File: src/rtl/rxf_pkg.sv
package rxf_pkg;
   localparam logic [31:0] CRC_POLY = 32'hEDB8_8320;
   localparam logic [31:0] CRC_SEED = 32'hFFFF_FFFF;

   localparam int MB_PROMISC = 0;
   localparam int MB_STATION = 1;
   localparam int MB_MCAST   = 2;
   localparam int MB_BCAST   = 3;
   localparam int MB_RUNT    = 4;
   localparam int MB_ERR     = 5;
   localparam int MODE_W     = 6;

   typedef struct packed {
      logic bcast;
      logic phys;
      logic mcast;
   } rxf_class_t;
endpackage

File: src/rtl/rxf_crc_step.sv
module rxf_crc_step #(
   parameter int DW = 8
) (
   input  logic [31:0]   crc_in,
   input  logic [DW-1:0] din,
   output logic [31:0]   crc_out
);
   import rxf_pkg::*;

   if (DW < 1 || DW > 32) begin : g_bad_dw
      $error("rxf_crc_step: DW must be 1..32");
   end

   logic [DW:0][31:0] st;

   assign st[0] = crc_in ^ {{(32-DW){1'b0}}, din};

   for (genvar k = 0; k < DW; k++) begin : g_bit
      assign st[k+1] = st[k][0] ? ((st[k] >> 1) ^ CRC_POLY) : (st[k] >> 1);
   end

   assign crc_out = st[DW];
endmodule

File: src/rtl/rxf_classify.sv
module rxf_classify #(
   parameter int NBYTES = 6,
   parameter int IDX_W  = 6,
   localparam int AW    = 8 * NBYTES,
   localparam int HW    = 1 << IDX_W
) (
   input  logic [AW-1:0]    da,
   input  logic [AW-1:0]    station,
   input  logic [HW-1:0]    table_bits,
   input  logic [3:0]       mode,
   input  logic [IDX_W-1:0] idx,
   output rxf_pkg::rxf_class_t cls,
   output logic             hit
);
   import rxf_pkg::*;

   logic is_bc, is_grp, is_uc, is_me;

   always_comb begin
      is_bc  = &da;
      is_grp = da[0] & ~is_bc;
      is_uc  = ~da[0];
      is_me  = is_uc & (da == station);
      cls.bcast = is_bc;
      cls.mcast = is_grp;
      cls.phys  = is_me;
      hit = (is_bc  & mode[MB_BCAST])
          | (is_grp & mode[MB_MCAST] & table_bits[idx])
          | (is_uc  & (mode[MB_PROMISC] | (mode[MB_STATION] & is_me)));
   end

   always_comb begin
      assert ($onehot0({cls.bcast, cls.phys, cls.mcast}))
         else $error("AST_CLASS_EXCLUSIVE");
   end
endmodule

File: src/rtl/rx_addr_filter.sv
module rx_addr_filter #(
   parameter int NBYTES = 6,
   parameter int IDX_W  = 6,
   localparam int AW    = 8 * NBYTES,
   localparam int HW    = 1 << IDX_W,
   localparam int WW    = HW / 2,
   localparam int CNT_W = $clog2(NBYTES + 1)
) (
   input  logic          clk,
   input  logic          rst_n,
   input  logic          sof,
   input  logic          da_valid,
   input  logic [7:0]    da_byte,
   input  logic          eof,
   input  logic          eof_runt,
   input  logic          eof_err,
   input  logic [AW-1:0] station_addr,
   input  logic [WW-1:0] hash_word0,
   input  logic [WW-1:0] hash_word1,
   input  logic [5:0]    accept_mode,
   output logic          addr_valid,
   output logic          addr_hit,
   output logic          cls_bcast,
   output logic          cls_phys,
   output logic          cls_mcast,
   output logic          frame_done,
   output logic          frame_accept
);
   import rxf_pkg::*;

   if (NBYTES < 1) begin : g_bad_bytes
      $error("rx_addr_filter: NBYTES must be at least 1");
   end
   if (IDX_W < 2 || IDX_W > 32) begin : g_bad_idx
      $error("rx_addr_filter: IDX_W must be 2..32");
   end

   logic [CNT_W-1:0]  cnt_q;
   logic [AW-1:0]     da_q, da_next;
   logic [31:0]       crc_q, crc_next;
   logic [MODE_W-1:0] mode_q;
   logic [HW-1:0]     tbl_q;
   logic [AW-1:0]     sta_q;
   logic              take, last;
   rxf_class_t        cls_d;
   logic              hit_d, gate_ok;

   assign take = da_valid && !sof && (cnt_q < CNT_W'(NBYTES));
   assign last = take && (cnt_q == CNT_W'(NBYTES - 1));

   always_comb begin
      da_next = da_q;
      da_next[8*cnt_q +: 8] = da_byte;
   end

   rxf_crc_step #(.DW(8)) u_crc (
      .crc_in (crc_q),
      .din    (da_byte),
      .crc_out(crc_next)
   );

   rxf_classify #(.NBYTES(NBYTES), .IDX_W(IDX_W)) u_cls (
      .da        (da_next),
      .station   (sta_q),
      .table_bits(tbl_q),
      .mode      (mode_q[3:0]),
      .idx       (crc_next[31 -: IDX_W]),
      .cls       (cls_d),
      .hit       (hit_d)
   );

   assign gate_ok = (!eof_runt || mode_q[MB_RUNT]) && (!eof_err || mode_q[MB_ERR]);

   always_ff @(posedge clk) begin
      if (!rst_n) begin
         cnt_q        <= '0;
         da_q         <= '0;
         crc_q        <= CRC_SEED;
         mode_q       <= '0;
         tbl_q        <= '0;
         sta_q        <= '0;
         addr_valid   <= 1'b0;
         addr_hit     <= 1'b0;
         cls_bcast    <= 1'b0;
         cls_phys     <= 1'b0;
         cls_mcast    <= 1'b0;
         frame_done   <= 1'b0;
         frame_accept <= 1'b0;
      end else if (sof) begin
         cnt_q        <= '0;
         da_q         <= '0;
         crc_q        <= CRC_SEED;
         mode_q       <= accept_mode;
         tbl_q        <= {hash_word1, hash_word0};
         sta_q        <= station_addr;
         addr_valid   <= 1'b0;
         addr_hit     <= 1'b0;
         cls_bcast    <= 1'b0;
         cls_phys     <= 1'b0;
         cls_mcast    <= 1'b0;
         frame_done   <= 1'b0;
         frame_accept <= 1'b0;
      end else begin
         if (take) begin
            da_q  <= da_next;
            crc_q <= crc_next;
            cnt_q <= cnt_q + 1'b1;
         end
         if (last) begin
            addr_valid <= 1'b1;
            addr_hit   <= hit_d;
            cls_bcast  <= cls_d.bcast;
            cls_phys   <= cls_d.phys;
            cls_mcast  <= cls_d.mcast;
         end
         if (eof && !frame_done) begin
            frame_done   <= 1'b1;
            frame_accept <= addr_valid && addr_hit && gate_ok;
         end
      end
   end

   AST_VERDICT_TIMING: assert property (@(posedge clk) disable iff (!rst_n)
      last |=> addr_valid) else $error("AST_VERDICT_TIMING");
   AST_VERDICT_HOLD: assert property (@(posedge clk) disable iff (!rst_n)
      (addr_valid && !sof) |=> (addr_valid && $stable(addr_hit) && $stable(cls_mcast)))
      else $error("AST_VERDICT_HOLD");
   AST_SOF_CLEARS: assert property (@(posedge clk) disable iff (!rst_n)
      sof |=> (!addr_valid && !frame_done && !frame_accept))
      else $error("AST_SOF_CLEARS");
   AST_RUNT_DROP: assert property (@(posedge clk) disable iff (!rst_n)
      (eof && !sof && !frame_done && eof_runt && !mode_q[MB_RUNT]) |=> !frame_accept)
      else $error("AST_RUNT_DROP");
   AST_ERR_DROP: assert property (@(posedge clk) disable iff (!rst_n)
      (eof && !sof && !frame_done && eof_err && !mode_q[MB_ERR]) |=> !frame_accept)
      else $error("AST_ERR_DROP");
   AST_ACCEPT_NEEDS_HIT: assert property (@(posedge clk) disable iff (!rst_n)
      frame_accept |-> (frame_done && addr_valid && addr_hit))
      else $error("AST_ACCEPT_NEEDS_HIT");
endmodule

File: config.mk
export PLATFORM = sky130hd
export DESIGN_NAME = rx_addr_filter
export DESIGN_NICKNAME = d
export VERILOG_FILES = /design/src/rtl/rxf_pkg.sv /design/src/rtl/rxf_crc_step.sv /design/src/rtl/rxf_classify.sv /design/src/rtl/rx_addr_filter.sv
export SDC_FILE = /design/constraint.sdc
export NUM_CORES = 1
export LEC_CHECK = 0
export ABC_AREA = 1
export BUFFER_PORTS_ARGS = -buffer_cell sky130_fd_sc_hd__buf_2
export CORE_ASPECT_RATIO = 1.4
export CORE_UTILIZATION = 53
export DETAILED_ROUTE_END_ITERATION = 12
export GPL_ROUTABILITY_DRIVEN = 0
export PLACE_DENSITY = 0.77
export RECOVER_POWER = 100
export SYNTH_ARGS = -nofsm -noshare
export SYNTH_HDL_FRONTEND = slang
export SYNTH_SLANG_ARGS = --single-unit
File: constraint.sdc
create_clock -name clk -period 2.8 [get_ports clk]
set_input_delay 0.28 -clock clk [delete_from_list [all_inputs] [get_ports clk]]
set_output_delay 0.28 -clock clk [all_outputs]
set_load 0.01 [all_outputs]
==> results.tsv <==
stage	metric	value	unit
critical_path	CP Capture Type	register	
detailed_routing	first drt pass iteration count	5	
clock_network	clk sink count	208	
finish	Reg area	4170	um^2
detailed_routing	initial drt markers	892	
yosys	Top FF cell, synth	dfxtp_1	
detailed_routing	WL/cell	15.9	um
critical_path	Worst EP required	3.25	ns
run	MaxCap Viol Count	1	
yosys	Yosys top cell by area	dfxtp_1	
yosys	share of the synthesized area in the top cell type	38.4	%
yosys	post-synthesis sequential area ratio	38.4	%
detailed_routing	via/cell ratio	5.46	
yosys	mux cell area share after synthesis	0	%
global_route	antenna violations before repair	0	
die	# IOs	140	
clock_network	Max Root-Sink Buffers	3	
finish	multi-input logic area	5910	um^2
die	Die H	171	um
power	overall power	7.98	mW
detailed_routing	routed wire length	33.5	mm
finish	final core utilization	68.5	%
timing	RSZ-0062 raised after global routing	yes	
yosys	Post-Syn Area	10900	um^2
yosys	#FFs+latches synth	208	
finish	nets@finish	1981	
global_route	gr usage total	32.1	%
detailed_routing	antenna-violating nets left	0	
die	Chip Width	123	um
critical_path	Critical Path AT	3.20	ns
die	Starting Density	54.3	%
critical_path	Setup CP Type	register to register	
clock_network	Root Buffer	clkbuf_16	
clock_network	CTS tree	yes	
yosys	xor/xnor share of the synthesized area	5.51	%
global_route	Remaining Overflow, GRT	0	
timing	Final setup viols	0	
yosys	Synth Area in Simple Gates	29.5	%
global_route	vias in the first global route	11200	
finish	n_diodes	0	
placed_design	dpl hpwl	23.1	mm
clock_network	clk slew on worst S/H paths	0.06	ns
timing	Worst-Margin Slew	1.86	ns
yosys	Post-synth ARST share	0	%
critical_path	Worst setup SP type	register	
yosys	Syn Inst Count	1615	
finish	area delta synth->final	26.2	%
timing	Fmax achieved	0.364	GHz
power	Clk pwr share	38.7	%
yosys	Netlist cell types	43	
yosys	syn nets	1753	
power	P per Cell Area	583	nW/um^2
clock_network	total CTS buffers	22	
status	failing checks	capacitance limit, slew limit	
yosys	post-synthesis adder-cell area fraction	0.576	%
yosys	yosys warns	0	
timing	final clock skew	0.0179	ns
yosys	largest family of logic cells by synthesized area	simple AND/OR/NAND/NOR gates	
timing	Slew headroom	-24.3	%
detailed_routing	routed via count	11500	
power	P_int	5.66	mW
global_route	first-pass GRT wire length	53.4	mm
power	P_sw	2.32	mW
detailed_routing	DRC	0	
yosys	Post-synth EDFFs	0	
die	Core ar.	20000	um^2
placed_design	number of port buffers	139	
die	Die ar.	21100	um^2
timing	crit share post-route	98.1	%
yosys	Syn Area/Cell	6.72	um^2
yosys	Synth Area in Compound Gates	17.0	%
power	Sw Ratio	29.1	%
yosys	largest cells by area after synthesis	dfxtp_1 (38%), nand2_1 (11%), o21ai_0 (9.0%), nor2_1 (8.4%), inv_1 (5.1%)	
worst_hold_path	worst hold path type	input pin to register	
timing	Min Clock Period, post-route	2.75	ns
status	status	finished, violations left	
critical_path	peak fanout along the critical path	12	
finish	layout cells sized above 1	19.0	%
finish	Fill cells	1663	
power	IR drop worst, VDD	0.609	mV
die	# rows	61	
power	Logic pwr share	20.9	%
clock_network	worst skew pair latency	0.52	ns
power	sequential share of power	40.4	%
power	leak pwr	6.41	nW
timing	fin. max-slew vios	35	
timing	Fin. Hold Viols	0	
clock_network	# H-tree levels	1	
global_route	largest net degree at the start of global routing	72	
path summary, 6_finish.rpt:
check	end	cells after the start	start	slack (ns)
worst max-delay path	addr_hit$_SDFFE_PP0P_	24	cnt_q[0]$_SDFFE_PP0P_	0.05
worst min-delay path	tbl_q[19]$_SDFFE_PN0P_	3	hash_word0[19]	0.002
worst max register to register	addr_hit$_SDFFE_PP0P_	24	cnt_q[0]$_SDFFE_PP0P_	0.05
worst min register to register	tbl_q[31]$_SDFFE_PN0P_	2	tbl_q[31]$_SDFFE_PN0P_	0.47
cells in the mapped netlist (2+ instances only):
master      n
a21oi_1    88
buf_1       3
buf_2      11
buf_4       7
buf_6       2
clkbuf_1   61
dfxtp_1   208
ha_1        5
inv_1     147
inv_2      11
nand2_1   326
nand2_2    17
nand2_4     9
nand3_1   106
nand3_2     3
nand3b_1    2
nand4_1    15
nor2_1    244
nor3_1     11
nor3_2      2
nor4_1      3
o211ai_1   34
o21ai_0   195
o21ai_1    17
o21ai_2     6
o221ai_1    2
or2_2       8
xnor2_1    11
xor2_1     46
xor2_4      2
registers in the layout (all words and copies together) (netlist names):
signal and cells:
tbl_q 64, frame_accept 1, cls_bcast 1, crc_q 32, addr_hit 1, cnt_q 3, addr_valid 1, da_q 48
frame_done 1, cls_mcast 1, sta_q 48, mode_q 6, cls_phys 1
logic make-up (layout without fill, tap and decap cells):
group	Yosys count	count (layout)
AOI/OAI and AO/OA	345	345
xor gates and xnor gates	61	61
adders and majority gates	5	5
buffers and inverters	245	486
DFF	208	208
and+or+nand+nor	751	752
layer usage:
metal | GRT usage, % | wire length (um)
met1 | 35.8 | 12800
met2 | 58.3 | 16800
met4 | 17.8 | 1870
met3 | 4.05 | 2060
met5 | 0 | 0
worst max-delay path, stage by stage (launching register included):
cell     delay, ns
dfxtp_1       0.34
inv_2         0.06
ha_4          0.17
ha_4          0.18
inv_2         0.06
nand2_1       0.09
nor2_2        0.14
nand3_1       0.14
buf_12        0.17
inv_2         0.08
nand3_1       0.07
nand2_1       0.10
inv_1         0.07
buf_4         0.13
nand2_1       0.07
nand3_1       0.08
nor2_1        0.10
nand2_1       0.10
nor2_2        0.18
nand3_1       0.09
nand2_1       0.06
nand2_1       0.04
nand2_1       0.06
nor2_1        0.05
nor2_1        0.07
final cells by class:
cell class	count	share of cell area [%]
clock buffers	29	4.66
clock inverters	9	0.950
inverters	161	4.46
multi-input cells	1163	43.1
flip-flops and latches	208	30.4
well taps	252	2.30
repair buffers	287	14.1
power by group through the flow:
stage | combinational, mW | sequential, mW | clock (mW)
floorplan | 1.03 | 3.25 | 0
CTS | 1.61 | 3.22 | 3.12
finish | 1.67 | 3.23 | 3.09
global placement | 1.51 | 3.28 | 0
detailed placement | 1.53 | 3.28 | 0
global route | 1.84 | 3.24 | 3.25
placed cells by master, fill, tap and decap left out, types with 15 or more instances in the layout:
master           n
nand2_1        321
nor2_1         240
dfxtp_1        207
o21ai_0        191
inv_1          143
buf_2          131
nand3_1        106
a21oi_1         87
buf_4           79
dlygate4sd3_1   52
xor2_1          46
o211ai_1        34
clkbuf_16       23
nand2_2         20
clkbuf_1        18
nand4_1         15
timing repair:
item                                    4_1_cts  5_1_grt
resized for setup                            13       34
endpoints found under the setup margin        2        4
setup buffers                                 0        3
pin swaps                                     1       11
gates cloned                                  0        1
hold endpoints to repair                     50        2
hold buffers                                 50        2
through the flow:
stage          cell area, um^2  setup TNS, ns  instances  setup WS, ns  hold WS [ns]
2_1_floorplan            10900              0       1615         0.169         0.413
3_3_place_gp             12300         -0.304       2015        -0.223         0.449
3_5_place_dp             12300         -0.390       2015        -0.259         0.455
4_1_cts                  13600              0       2103      0.000534      0.000261
5_1_grt                  13700         -0.279       2109        -0.207       0.00685
6_report                 13700              0       2109        0.0541       0.00232
(Power assumes the default switching activity.)
